File: config.mk
export PLATFORM = sky130hd
export DESIGN_NAME = dwell_spacer
export DESIGN_NICKNAME = d
export VERILOG_FILES = /design/src/rtl/spc_pkg.sv /design/src/rtl/spc_rank.sv /design/src/rtl/spc_shape.sv /design/src/rtl/dwell_spacer.sv
export SDC_FILE = /design/constraint.sdc
export NUM_CORES = 1
export LEC_CHECK = 0
export BUFFER_PORTS_ARGS = -buffer_cell sky130_fd_sc_hd__buf_2
export CAP_MARGIN = 20
export CORE_ASPECT_RATIO = 1.5
export CORE_MARGIN = 8
export CORE_UTILIZATION = 52
export CTS_BUF_LIST = sky130_fd_sc_hd__clkbuf_4 sky130_fd_sc_hd__clkbuf_8
export CTS_CLUSTER_DIAMETER = 120
export CTS_CLUSTER_SIZE = 8
export DETAILED_ROUTE_END_ITERATION = 7
export PLACE_DENSITY_LB_ADDON = 0.15
export SLEW_MARGIN = 20
export SYNTH_ARGS = -nofsm -noshare
export SYNTH_HDL_FRONTEND = slang
export SYNTH_HIERARCHICAL = 1
export SYNTH_SLANG_ARGS = --single-unit
File: constraint.sdc
create_clock -name clk -period 13.55 [get_ports clk]
set_input_delay 0 -clock clk [delete_from_list [all_inputs] [get_ports clk]]
set_output_delay 0 -clock clk [all_outputs]
set_load 0.02 [all_outputs]
File: src/rtl/spc_pkg.sv
package spc_pkg;
    localparam int NPH = 3;
    typedef logic [1:0] rank_t;
    localparam rank_t RANK_LO  = 2'd0;
    localparam rank_t RANK_MID = 2'd1;
    localparam rank_t RANK_HI  = 2'd2;
endpackage

File: src/rtl/spc_rank.sv
module spc_rank #(
    parameter int DW = 10
) (
    input  logic [spc_pkg::NPH-1:0][DW-1:0] lvl,
    output spc_pkg::rank_t [spc_pkg::NPH-1:0] rank
);
    // rank = number of phases this one beats; lower index wins ties
    always_comb begin
        rank = '0;
        for (int i = 0; i < spc_pkg::NPH; i++) begin
            for (int j = 0; j < spc_pkg::NPH; j++) begin
                if (i != j) begin
                    if ((i < j) ? (lvl[i] >= lvl[j]) : (lvl[i] > lvl[j]))
                        rank[i] = rank[i] + 2'd1;
                end
            end
        end
    end

    always_comb begin
        assert (rank[0] != rank[1] && rank[1] != rank[2] && rank[0] != rank[2])
            else $error("assert_rank_unique_R4");
    end
endmodule

File: src/rtl/spc_shape.sv
module spc_shape #(
    parameter int PERIOD = 1000,
    parameter int DW     = 10
) (
    input  logic [DW-1:0] hi,
    input  logic [DW-1:0] mid,
    input  logic [DW-1:0] lo,
    input  logic [DW-1:0] dwell,
    output logic [DW-1:0] hi_o,
    output logic [DW-1:0] mid_o,
    output logic [DW-1:0] lo_o
);
    localparam logic [DW-1:0] PMAX = DW'(PERIOD);

    logic [DW-1:0] mid_cap;

    always_comb begin
        // middle phase kept far enough from both carrier ends
        mid_cap = PMAX - dwell;
        if (mid < dwell)
            mid_o = dwell;
        else if (mid > mid_cap)
            mid_o = mid_cap;
        else
            mid_o = mid;
        hi_o = (hi < mid_o + dwell) ? mid_o + dwell : hi;
        lo_o = (lo > mid_o - dwell) ? mid_o - dwell : lo;
    end

    always_comb begin
        assert (hi_o >= hi && lo_o <= lo) else $error("assert_outward_push_R5");
    end
endmodule

File: src/rtl/dwell_spacer.sv
module dwell_spacer #(
    parameter int PERIOD = 1000,
    parameter int DW     = $clog2(PERIOD + 1)
) (
    input  logic          clk,
    input  logic          rst_n,
    input  logic          period_stb,
    input  logic [DW-1:0] duty_u,
    input  logic [DW-1:0] duty_v,
    input  logic [DW-1:0] duty_w,
    input  logic [DW-1:0] min_dwell,
    output logic [DW-1:0] adj_u,
    output logic [DW-1:0] adj_v,
    output logic [DW-1:0] adj_w
);
    import spc_pkg::*;

    localparam int EW      = DW + 2;
    localparam int TW      = EW + 1;
    localparam int HALF    = PERIOD / 2;
    localparam int ACC_MAX = 2 ** (EW - 1) - 1;
    localparam int ACC_MIN = -(2 ** (EW - 1));

    typedef struct packed {
        logic [NPH-1:0][DW-1:0] adj;
        logic [NPH-1:0][EW-1:0] acc;
    } state_t;

    state_t state_d, state_q;

    logic [NPH-1:0][DW-1:0] duty;
    logic signed [TW-1:0]   tgt  [NPH];
    logic signed [TW-1:0]   err  [NPH];
    logic [NPH-1:0][DW-1:0] clip;
    logic [NPH-1:0][DW-1:0] shaped;
    rank_t [NPH-1:0]        rank;
    logic [DW-1:0]          dwell_eff;
    logic [DW-1:0]          s_hi, s_mid, s_lo, o_hi, o_mid, o_lo;

    assign duty      = {duty_w, duty_v, duty_u};
    assign dwell_eff = (min_dwell > DW'(HALF)) ? DW'(HALF) : min_dwell;

    // per-phase target: command plus carried error, clipped into the carrier range
    for (genvar p = 0; p < NPH; p++) begin : g_tgt
        always_comb begin
            tgt[p] = $signed({{(TW-DW){1'b0}}, duty[p]}) + TW'($signed(state_q.acc[p]));
            if (tgt[p] < 0)
                clip[p] = '0;
            else if (tgt[p] > PERIOD)
                clip[p] = DW'(PERIOD);
            else
                clip[p] = tgt[p][DW-1:0];
        end
    end

    spc_rank #(.DW(DW)) u_rank (
        .lvl  (clip),
        .rank (rank)
    );

    always_comb begin
        s_hi = '0; s_mid = '0; s_lo = '0;
        for (int p = 0; p < NPH; p++) begin
            if (rank[p] == RANK_HI)  s_hi  = clip[p];
            if (rank[p] == RANK_MID) s_mid = clip[p];
            if (rank[p] == RANK_LO)  s_lo  = clip[p];
        end
    end

    spc_shape #(.PERIOD(PERIOD), .DW(DW)) u_shape (
        .hi    (s_hi),
        .mid   (s_mid),
        .lo    (s_lo),
        .dwell (dwell_eff),
        .hi_o  (o_hi),
        .mid_o (o_mid),
        .lo_o  (o_lo)
    );

    always_comb begin
        state_d = state_q;
        for (int p = 0; p < NPH; p++) begin
            case (rank[p])
                RANK_HI:  shaped[p] = o_hi;
                RANK_MID: shaped[p] = o_mid;
                default:  shaped[p] = o_lo;
            endcase
            err[p] = tgt[p] - $signed({{(TW-DW){1'b0}}, shaped[p]});
            if (period_stb) begin
                state_d.adj[p] = shaped[p];
                if (err[p] > ACC_MAX)
                    state_d.acc[p] = EW'(ACC_MAX);
                else if (err[p] < ACC_MIN)
                    state_d.acc[p] = EW'(ACC_MIN);
                else
                    state_d.acc[p] = err[p][EW-1:0];
            end
        end
    end

    always_ff @(posedge clk or negedge rst_n) begin
        if (!rst_n) state_q <= '0;
        else        state_q <= state_d;
    end

    assign adj_u = state_q.adj[0];
    assign adj_v = state_q.adj[1];
    assign adj_w = state_q.adj[2];

    function automatic logic [DW-1:0] gap(input logic [DW-1:0] a, input logic [DW-1:0] b);
        return (a >= b) ? a - b : b - a;
    endfunction

    assert_hold_R2: assert property (@(posedge clk) disable iff (!rst_n)
        !period_stb |=> $stable({adj_u, adj_v, adj_w}));

    assert_range_R6: assert property (@(posedge clk) disable iff (!rst_n)
        adj_u <= DW'(PERIOD) && adj_v <= DW'(PERIOD) && adj_w <= DW'(PERIOD));

    assert_spacing_R5: assert property (@(posedge clk) disable iff (!rst_n)
        period_stb |=> (gap(adj_u, adj_v) >= $past(dwell_eff)) &&
                       (gap(adj_v, adj_w) >= $past(dwell_eff)) &&
                       (gap(adj_u, adj_w) >= $past(dwell_eff)));

    assert_order_R4: assert property (@(posedge clk) disable iff (!rst_n)
        period_stb |=> (!$past(clip[0] >= clip[1]) || adj_u >= adj_v) &&
                       (!$past(clip[1] >= clip[2]) || adj_v >= adj_w) &&
                       (!$past(clip[0] >= clip[2]) || adj_u >= adj_w));

    assert_dwell_cap_R9: assert property (@(posedge clk) disable iff (!rst_n)
        dwell_eff <= DW'(HALF));
endmodule

* Yosys cells after proc, flatten, opt, wreduce, memory -nomap -nowiden
Index checks and enable logic that the tools add are counted.
** Storage, ports and cells
- Register bits :: 66
- Input bits :: 43
- Output and inout port bits :: 30
** Cells by class
- Add/sub/neg operators :: 12
- Order comparisons :: 23
- Equal/unequal tests :: 6
- Multiplexer cells :: 35
- Reduce and logical (&&, ||, !) cells :: 3
** Operator list (number)
- $mux W10 :: 20
- $mux W12 :: 6
- $pmux W10 S2 :: 3
- $gt A10 B10 Y1 :: 5
- $add A11 B12 Y13 :: 3
- $gt A13 B11 Y1 const B :: 3
- $gt A13 B12 Y1 const B :: 3
- $lt A13 B1 Y1 const B :: 3
- $lt A13 B12 Y1 const B :: 3
- $sub A13 B11 Y13 :: 3
- $ge A10 B10 Y1 :: 3
- $lt A10 B10 Y1 :: 2
- $add A10 B10 Y10 :: 1
- $gt A10 B9 Y1 const B :: 1
- $sub A10 B10 Y10 :: 1
- $sub A10 B10 Y10 const A :: 1
- $add A1 B1 Y2 const B :: 3
- $eq A2 B1 Y1 const B :: 3
- $eq A2 B2 Y1 const B :: 3
- $logic_not A2 Y1 :: 3
- $mux W2 :: 3
- $mux W1 :: 3

* Longest topological paths before layout
Gate-level depths: netlist of run 1.
- Word-level depth :: 23
- Mapped depth :: 62
- Depth with buffers taken out :: 58

* Modules after synthesis
Netlist of run 1, hierarchy kept.
** By module, submodules not included
- dwell_spacer :: times used 1, cells each 1000, area an instance 7851.3 um^2, sequential area each 1651.6 um^2
- spc_shape :: times used 1, cells each 295, area an instance 2203.4 um^2, sequential area each 0.0 um^2
- spc_rank :: times used 1, cells each 103, area an instance 785.8 um^2, sequential area each 0.0 um^2

* Least setup slack after synthesis of run 1
Ideal clock, no wire load.
- Path kind :: reg2reg
- From :: reg state_q[24] (netlist name)
- To :: reg state_q[9] (netlist name)
- Setup time :: 123 ps
- Data arrival time :: 11616 ps
- Path slack :: 1811 ps
- Cell stages (with the launch flop) :: 58
- Buffers on the path :: 5
- Period minus slack after synthesis :: 11739 ps
- Cell sequence :: dfrtp_1 ha_1 inv_1 fa_1 nor2b_1 o31a_2 o31ai_2 a2111oi_0 or4_4 a311oi_2 buf_2 a21oi_1 ha_1 nand4_1 nor3_1 a211oi_1 a211oi_2 xnor2_1 [... 22 more ...] a21oi_1 a221o_1 o31ai_1 buf_2 mux2i_1 nor2_1 a21oi_1 inv_1 ha_1 nor2b_1 o2111ai_1 a31oi_1 a211oi_1 a211oi_1 or3_1 buf_2 a31oi_1 o2bb2ai_1
** RTL lines
- start: declaration :: RTL line dwell_spacer.sv:29 : state_t state_d, state_q;
- start signal: assignment :: RTL line dwell_spacer.sv:103 : else state_q <= state_d;

==> results of run 1 <==
[worst reg2reg max path: cells and delay by family, from the launching register on]
kind	cells	cell delay, ns
and+or+nand+nor	11	2.02
adders and majority gates	8	2.38
xor gates and xnor gates	2	0.39
AOI/OAI and AO/OA	27	5.88
muxes	1	0.15
DFF	1	0.36
buffers and inverters	8	1.46
[layer usage]
| metal | up-vias | global-route usage, % | wire [um] |
|---|---|---|---|
| met1 | 5128 | 29.9 | 14000 |
| met2 | 373 | 49.4 | 17900 |
| met3 | 108 | 3.07 | 1490 |
| met4 | 0 | 17.0 | 2280 |
| met5 | - | 0 | 0 |
| li1 | 5269 | - | - |
[repair_timing]
action,in CTS,in global routing
setup endpoints to repair,19,36
pin swaps,0,6
hold buffers,1,0
resized for setup,1,48
setup buffers,0,6
hold endpoints to repair,13,0
[metrics by stage]
step | setup TNS, ns | cell area [sq um] | hold WS [ns] | cells
floorplan | 0 | 10800 | -0.296 | 1400
global placement | -0.490 | 11600 | -0.0874 | 1719
detailed placement | -0.730 | 11600 | -0.0853 | 1719
CTS | 0 | 11800 | 0.0424 | 1736
global route | 0 | 12100 | 0.0828 | 1742
finish | 0 | 12100 | 0.0512 | 1742
[cell usage after synthesis, types with 35 or more instances]
library cell and instances:
a22oi_1 46, dfrtp_1 66, a21oi_1 92, a31oi_1 35, inv_1 132, clkbuf_1 38
o21ai_0 104, nor2_1 70, ha_1 157, xnor2_1 47, nand3_1 39, nand2_1 121
[logic make-up (layout without fill, tap and decap cells)]
| logic type | Yosys count | count (layout) | share of synthesized area [%] |
|---|---|---|---|
| AO/OA/AOI/OAI | 491 | 491 | 31.5 |
| XOR/XNOR | 72 | 72 | 5.89 |
| other | 1 | 3 | 0.0346 |
| flip-flops | 66 | 66 | 15.2 |
| AND/OR/NAND/NOR | 366 | 366 | 16.7 |
| multiplexers | 25 | 25 | 2.40 |
| buffers and inverters | 212 | 290 | 8.60 |
| adder cells (fa/ha/maj) | 165 | 165 | 19.6 |
[how the worst max path moves through the flow]
stage	start	endpoint	slack (ns)
global placement	state_q[25]	state_q[13]	-0.06
finish	state_q[24]	state_q[13]	0.76
global route	state_q[0]	state_q[2]	0.02
floorplan	state_q[24]	state_q[9]	1.81
CTS	state_q[25]	state_q[13]	0.13
detailed placement	state_q[25]	state_q[12]	-0.1
[area by class of cell]
type | count | area, sq um | share of cell area [%]
clock buffers | 9 | 124 | 1.03
multi-input cells | 1122 | 8470 | 70.2
well taps | 264 | 330 | 2.74
repair buffers | 141 | 881 | 7.31
inverters | 133 | 499 | 4.14
flip-flops and latches | 66 | 1650 | 13.7
clock inverters | 7 | 100 | 0.830
[state kept, by name, summed over array words and instances (netlist names)]
register  flops
adj_u        10
adj_v        10
adj_w        10
state_q      36
==> metrics.md, run 1 <==
| Metric | Value |
|---|---|
| Commonest cells after routing, fill and taps aside | 156 x ha_1, 132 x inv_1, 120 x nand2_1, 97 x o21ai_0, 85 x a21oi_1 |
| First-pass DRT Iterations | 6 |
| CTS Sinks | 66 |
| Startpoint Class | flip-flop |
| Maximum number of pins on one net before global-route repair | 71 |
| Number of routed nets with antenna violations | 0 |
| Cell Area, Synth | 0.0108 sq mm |
| First-pass GRT wire length | 55900 um |
| Initial antenna violation count | 0 |
| Slack of the critical path | roughly 0.76 ns |
| Share of cells above drive strength 1 | 16.4% |
| DRT iter0 DRCs | between 800 and 900 |
| Horiz. Die Dim | between 100 and 150 um |
| Crit path time final | between 10 and 15 ns |
| Clk buf depth | 2 |
| Buffers on Ports | 72 |
| Starting Density | 53.1% |
| Final setup vio count | 0 |
| CTS root buf | clkbuf_8 |
| CP Buf/Inv Count | 8 |
| Levels on crit path | 57 |
| Worst Path Arrival | 13.05 ns |
| Number of global-route vias before repair | 10616 |
| Overflow after GRT | 0 |
| Max stage delay cell, worst path | a2111oi_1 |
| Die H | 193 um |
| Async set-or-reset flop fraction in the synthesized netlist | 100% |
| Worst-case clock skew | between 0.02 and 0.025 ns |
| Reg2Reg Depth | between 50 and 60 |
| Most used DFF post-synth | dfrtp_1 |
| Vias | 10878 |
| Worst-skew pair later-pin latency | 0.38 ns |
| DR WL/cell | 20.5 um |
| Critical Path Sink Type | flip-flop |
| WL final | 35700 um |
| Most common cell after layout, fill and taps aside | ha_1 |
| Io pins | 73 |
| Seq/Total Area, Yosys | 15.2% |
| R2R setup slack | 0.76 ns |
| EDFF count, synth | 0 |
| Actual slew at the worst max-slew pin | roughly 0.88 ns |
| Hold Path Class | in -> async |
| Leading area contributor after synthesis | ha_1 |
| Post-layout util | 59.0% |
| Critical Path RT | 13.81 ns |
| DR DRC count | 0 |
| Via density | 6.24 |
| Synth area leaders | ha_1 18%, dfrtp_1 15%, o21ai_0 4.8%, inv_1 4.6%, a21oi_1 4.2% |
| H-Tree Depth | 3 |
| Synth cell types | 93 |
| Seq cells post-synth | 66 |
| Max_cap viols | 0 |
| Crit Path Max Fanout | 19 |
| Critical path's most frequent cell | ha_1 |
| Outcome | finished, final reports clean |
| GP Congestion | 1.02 |
| Fin crit share | between 90 and 100% |
| Num CTS Buffers | 9 |
| Synth Instances | 1398 |
| Reg-to-Reg Start | state_q[24] |
| Yosys top cell area share | 18.1% |
| Final Hold Fails | 0 |
| Nets | 1681 |
| RR Endpoint | state_q[13] |
| CTS tree | yes |
| Post-Syn Area per Cell | just under 8 sq um |
| Rows | 64 |
| Full die area | 0.0258 sq mm |
| RSZ-0062 raised after global routing | no |
| Crit path largest cell delay | 0.67 ns |
| Core area | about 0.020 sq mm |
| Clk slew on worst S/H paths | 0.09 ns |
| CP delay by family, top | compound AO/OA/AOI/OAI gates |
| Diodes inserted | 0 |
| Synthesis-to-finish area growth | 11.2% |
| Slew HR | between 40% and 50% |
| Yosys Warn Count | 6 |
| Fill count | approximately 1900 |
| Slew Viols, Final | 0 |
| GRT Util Overall | 27.3% |
| DP Worst Slack | -0.0990 ns |
| Maximum clock rate | 0.0782 GHz |
| Post-DP HPWL | 29100 um |
| Setup CP Type | reg -> reg |
Power of run 1 is not shown: default switching activity piles up to over one toggle a cycle in this logic, so the estimate is an artifact.
==> inputs of run 2 (changes only) <==
CTS_CLUSTER_DIAMETER = 40   (was 120)
SLEW_MARGIN = 25   (was 20)
SYNTH_HIERARCHICAL = unset   (was 1)
==> run 2 against run 1 <==
Net effect:
- highest routed layer unchanged
- worst setup slack worse by 0.50 ns
- critical path depth is 7 higher
- clock skew is 0.0075 ns lower
- final area is 21% higher
- cell count is 19% higher
- sequential share of layout area is 2.4 points lower
- register-to-register slack worse by 0.50 ns
- fmax is 3.7% lower
- sequential cell count stayed put
- utilization is 6.6 points higher
==> metrics.md, run 2 <==
| Metric | Value |
|---|---|
| Final setup vio count | 0 (unchanged) |
| DP Worst Slack | -0.436 ns (was -0.0990 ns) |
| Clk buf depth | 2 (unchanged) |
| Max stage delay cell, worst path | nor4_1 (was a2111oi_1) |
| Worst-case clock skew | 0.0165 ns (was 0.0239 ns) |
| Minimum hold slack | 0.296 ns (was 0.0512 ns) |
| GP Congestion | 1.04 (was 1.02) |
| DR DRC count | 0 (unchanged) |
| Vias | 13611 (was 10878) |
| Initial antenna violation count | 0 (unchanged) |
| Crit Path Max Fanout | 10 (was 19) |
| Overflow after GRT | 0 (unchanged) |
| Num CTS Buffers | 9 (unchanged) |
| Post-Syn Area per Cell | 7.63 sq um (was 7.75 sq um) |
| Synth cell types | 99 (was 93) |
| DRT iter0 DRCs | 1081 (was 834) |
| Io pins | 73 (unchanged) |
| Maximum number of pins on one net before global-route repair | 71 (unchanged) |
| Syn Nets | 1741 |
| Crit path time final | 13.29 ns (was 12.79 ns) |
| Number of global-route vias before repair | 13565 (was 10616) |
| Share of cells above drive strength 1 | 28.2% (was 16.4%) |
| Horiz. Die Dim | 139 um (was 134 um) |
| Crit path largest cell delay | 0.43 ns (was 0.67 ns) |
| Number of routed nets with antenna violations | 0 (unchanged) |
| Number of flip-flops in the largest register | 36 (unchanged) |
| Slew Viols, Final | 0 (unchanged) |
| Outcome | finished, final reports clean (unchanged) |
| Clk slew on worst S/H paths | 0.09 ns (about the same) |
| Slack of the critical path | 0.261 ns (was 0.757 ns) |
| Hold Path Class | in -> async (unchanged) |
| Yosys Warn Count | 0 (was 6) |
| Synth area leaders | ha_1 16%, dfrtp_1 14%, a21oi_1 4.6%, o21ai_0 3.8%, nor2_1 3.7% (was ha_1 18%, dfrtp_1 15%, o21ai_0 4.8%, inv_1 4.6%, a21oi_1 4.2%) |
| Critical Path RT | 13.80 ns (was 13.81 ns) |
| Synthesis-to-finish area growth | 24.6% (was 11.2%) |
| Slew HR | 32.7% (was 41.3%) |
| Commonest cells after routing, fill and taps aside | 264 x buf_4, 143 x ha_1, 112 x nor2_1, 108 x inv_1, 99 x nand2_1 (was 156 x ha_1, 132 x inv_1, 120 x nand2_1, 97 x o21ai_0, 85 x a21oi_1) |
| First-pass GRT wire length | 76300 um (was 55900 um) |
| Startpoint Class | flip-flop (unchanged) |
| Biggest register | state_q (unchanged) |
| Worst Path Arrival | 13.54 ns (was 13.05 ns) |
| Cell Area, Synth | 0.0117 sq mm (was 0.0108 sq mm) |
| Most frequent cells after synthesis | 150 x ha_1, 115 x nor2_1, 112 x inv_1, 107 x a21oi_1, 103 x nand2_1 (was 157 x ha_1, 132 x inv_1, 121 x nand2_1, 104 x o21ai_0, 92 x a21oi_1) |
| Most used DFF post-synth | dfrtp_1 (unchanged) |
| Seq/Total Area, Yosys | 14.1% (was 15.2%) |
| CTS root buf | clkbuf_8 (unchanged) |
| GRT Util Overall | 35.8% (was 27.3%) |
| Buffers on Ports | 72 (unchanged) |
| Fin crit share | 98.1% (was 94.4%) |
| Diodes inserted | 0 (unchanged) |
| Worst-skew pair later-pin latency | 0.41 ns (was 0.38 ns) |
| DR WL/cell | 24.5 um (was 20.5 um) |
| Setup CP Type | reg -> reg (unchanged) |
| Seq cells post-synth | 66 (unchanged) |
| Leading area contributor after synthesis | ha_1 (unchanged) |
| Post-DP HPWL | 40700 um (was 29100 um) |
| Critical path's most frequent cell | buf_4 (was ha_1) |
| Nets | 1994 (was 1681) |
| Max_cap viols | 0 (unchanged) |
| Via density | 6.56 (was 6.24) |
| Synth Instances | 1540 (was 1398) |
| CTS tree | yes (unchanged) |
| Actual slew at the worst max-slew pin | 1.00 ns (was 0.880 ns) |
| Most common cell after layout, fill and taps aside | buf_4 (was ha_1) |
| Die H | 200 um (was 193 um) |
| Critical Path Sink Type | flip-flop (unchanged) |
| Fill count | 2043 (was 1945) |
| Core area | 0.0223 sq mm (was 0.0204 sq mm) |
| H-Tree Depth | 3 (unchanged) |
| Yosys top cell area share | 16.0% (was 18.1%) |
| Full die area | 0.0278 sq mm (was 0.0258 sq mm) |
| Starting Density | 52.7% (was 53.1%) |
| EDFF count, synth | 0 (unchanged) |
| Rows | 67 (was 64) |
| Most numerous cell in the Yosys netlist | ha_1 (unchanged) |
| Final Hold Fails | 0 (unchanged) |
| WL final | 50800 um (was 35700 um) |
| Async set-or-reset flop fraction in the synthesized netlist | 100% (unchanged) |
| Maximum clock rate | 0.0753 GHz (was 0.0782 GHz) |
| CTS Sinks | 66 (unchanged) |
| First-pass DRT Iterations | 5 (was 6) |
[run 2: cell type report]
type | instances | area (sq um) | area share (%)
clock buffers | 10 | 131 | 0.898
clock inverters | 6 | 66.3 | 0.453
inverters | 114 | 435 | 2.98
multi-input cells | 1262 | 9610 | 65.7
flip-flops and latches | 66 | 1650 | 11.3
well taps | 276 | 345 | 2.36
repair buffers | 340 | 2390 | 16.4
[run 2: worst paths after layout]
path,startpoint,end,slack (ns),cells after the start
min in group clk,period_stb,state_q[13],0.31,3
worst max-delay path,state_q[24],state_q[3],0.26,64
worst max register to register,state_q[24],state_q[3],0.26,64
worst min register to register,state_q[18],state_q[18],0.50,1
worst min-delay path,rst_n,state_q[0],0.30,3
max in group asynchronous,rst_n,state_q[4],12.51,3
[run 2: kinds of logic after synthesis]
group | count (synthesis) | share of synthesized area (%)
simple gates | 444 | 19.1
xor+xnor | 61 | 4.55
compound gates | 580 | 35.3
fa+ha+maj | 161 | 17.6
buf+inv | 213 | 8.14
other cells | 1 | 0.0319
flops | 66 | 14.1
mux | 14 | 1.28
[run 2: metal layers]
metal | routed length [um] | vias up | GRT usage (%)
li1 | - | 6248 | -
met1 | 18200 | 6466 | 37.0
met2 | 23700 | 666 | 60.9
met3 | 3650 | 231 | 7.64
met4 | 5240 | 0 | 33.2
met5 | 0 | - | 0
[run 2: stage by stage]
stage                     util (%)  instance area, sq um  TNS (ns)  std cells
after global placement        61.8                 13800     -6.40       2034
after detailed placement      61.8                 13800    -11.41       2034
final                         65.6                 14600         0       2074
after CTS                     63.1                 14100         0       2053
after global routing          65.6                 14600     -5.81       2074
after floorplan                  -                 11700         0       1540
[run 2: worst max-delay path: cells and delay by family, from the launching register on]
kind	cells	cell delay (ns)
and+or+nand+nor	18	3.37
DFF	1	0.39
adders and majority gates	8	2.38
buffers and inverters	11	1.77
AOI/OAI and AO/OA	26	5.12
xor gates and xnor gates	1	0.10
[run 2: repair_timing]
| action | in CTS | in global routing |
|---|---|---|
| hold buffers | 2 | 0 |
| resized for setup | 18 | 111 |
| buffers inserted | 1 | 19 |
| cloned | 0 | 1 |
| pin swaps | 1 | 27 |
| endpoints found under the hold margin | 66 | 0 |
| endpoints found under the setup margin | 35 | 36 |
Power of run 2 is left out for the same reason.
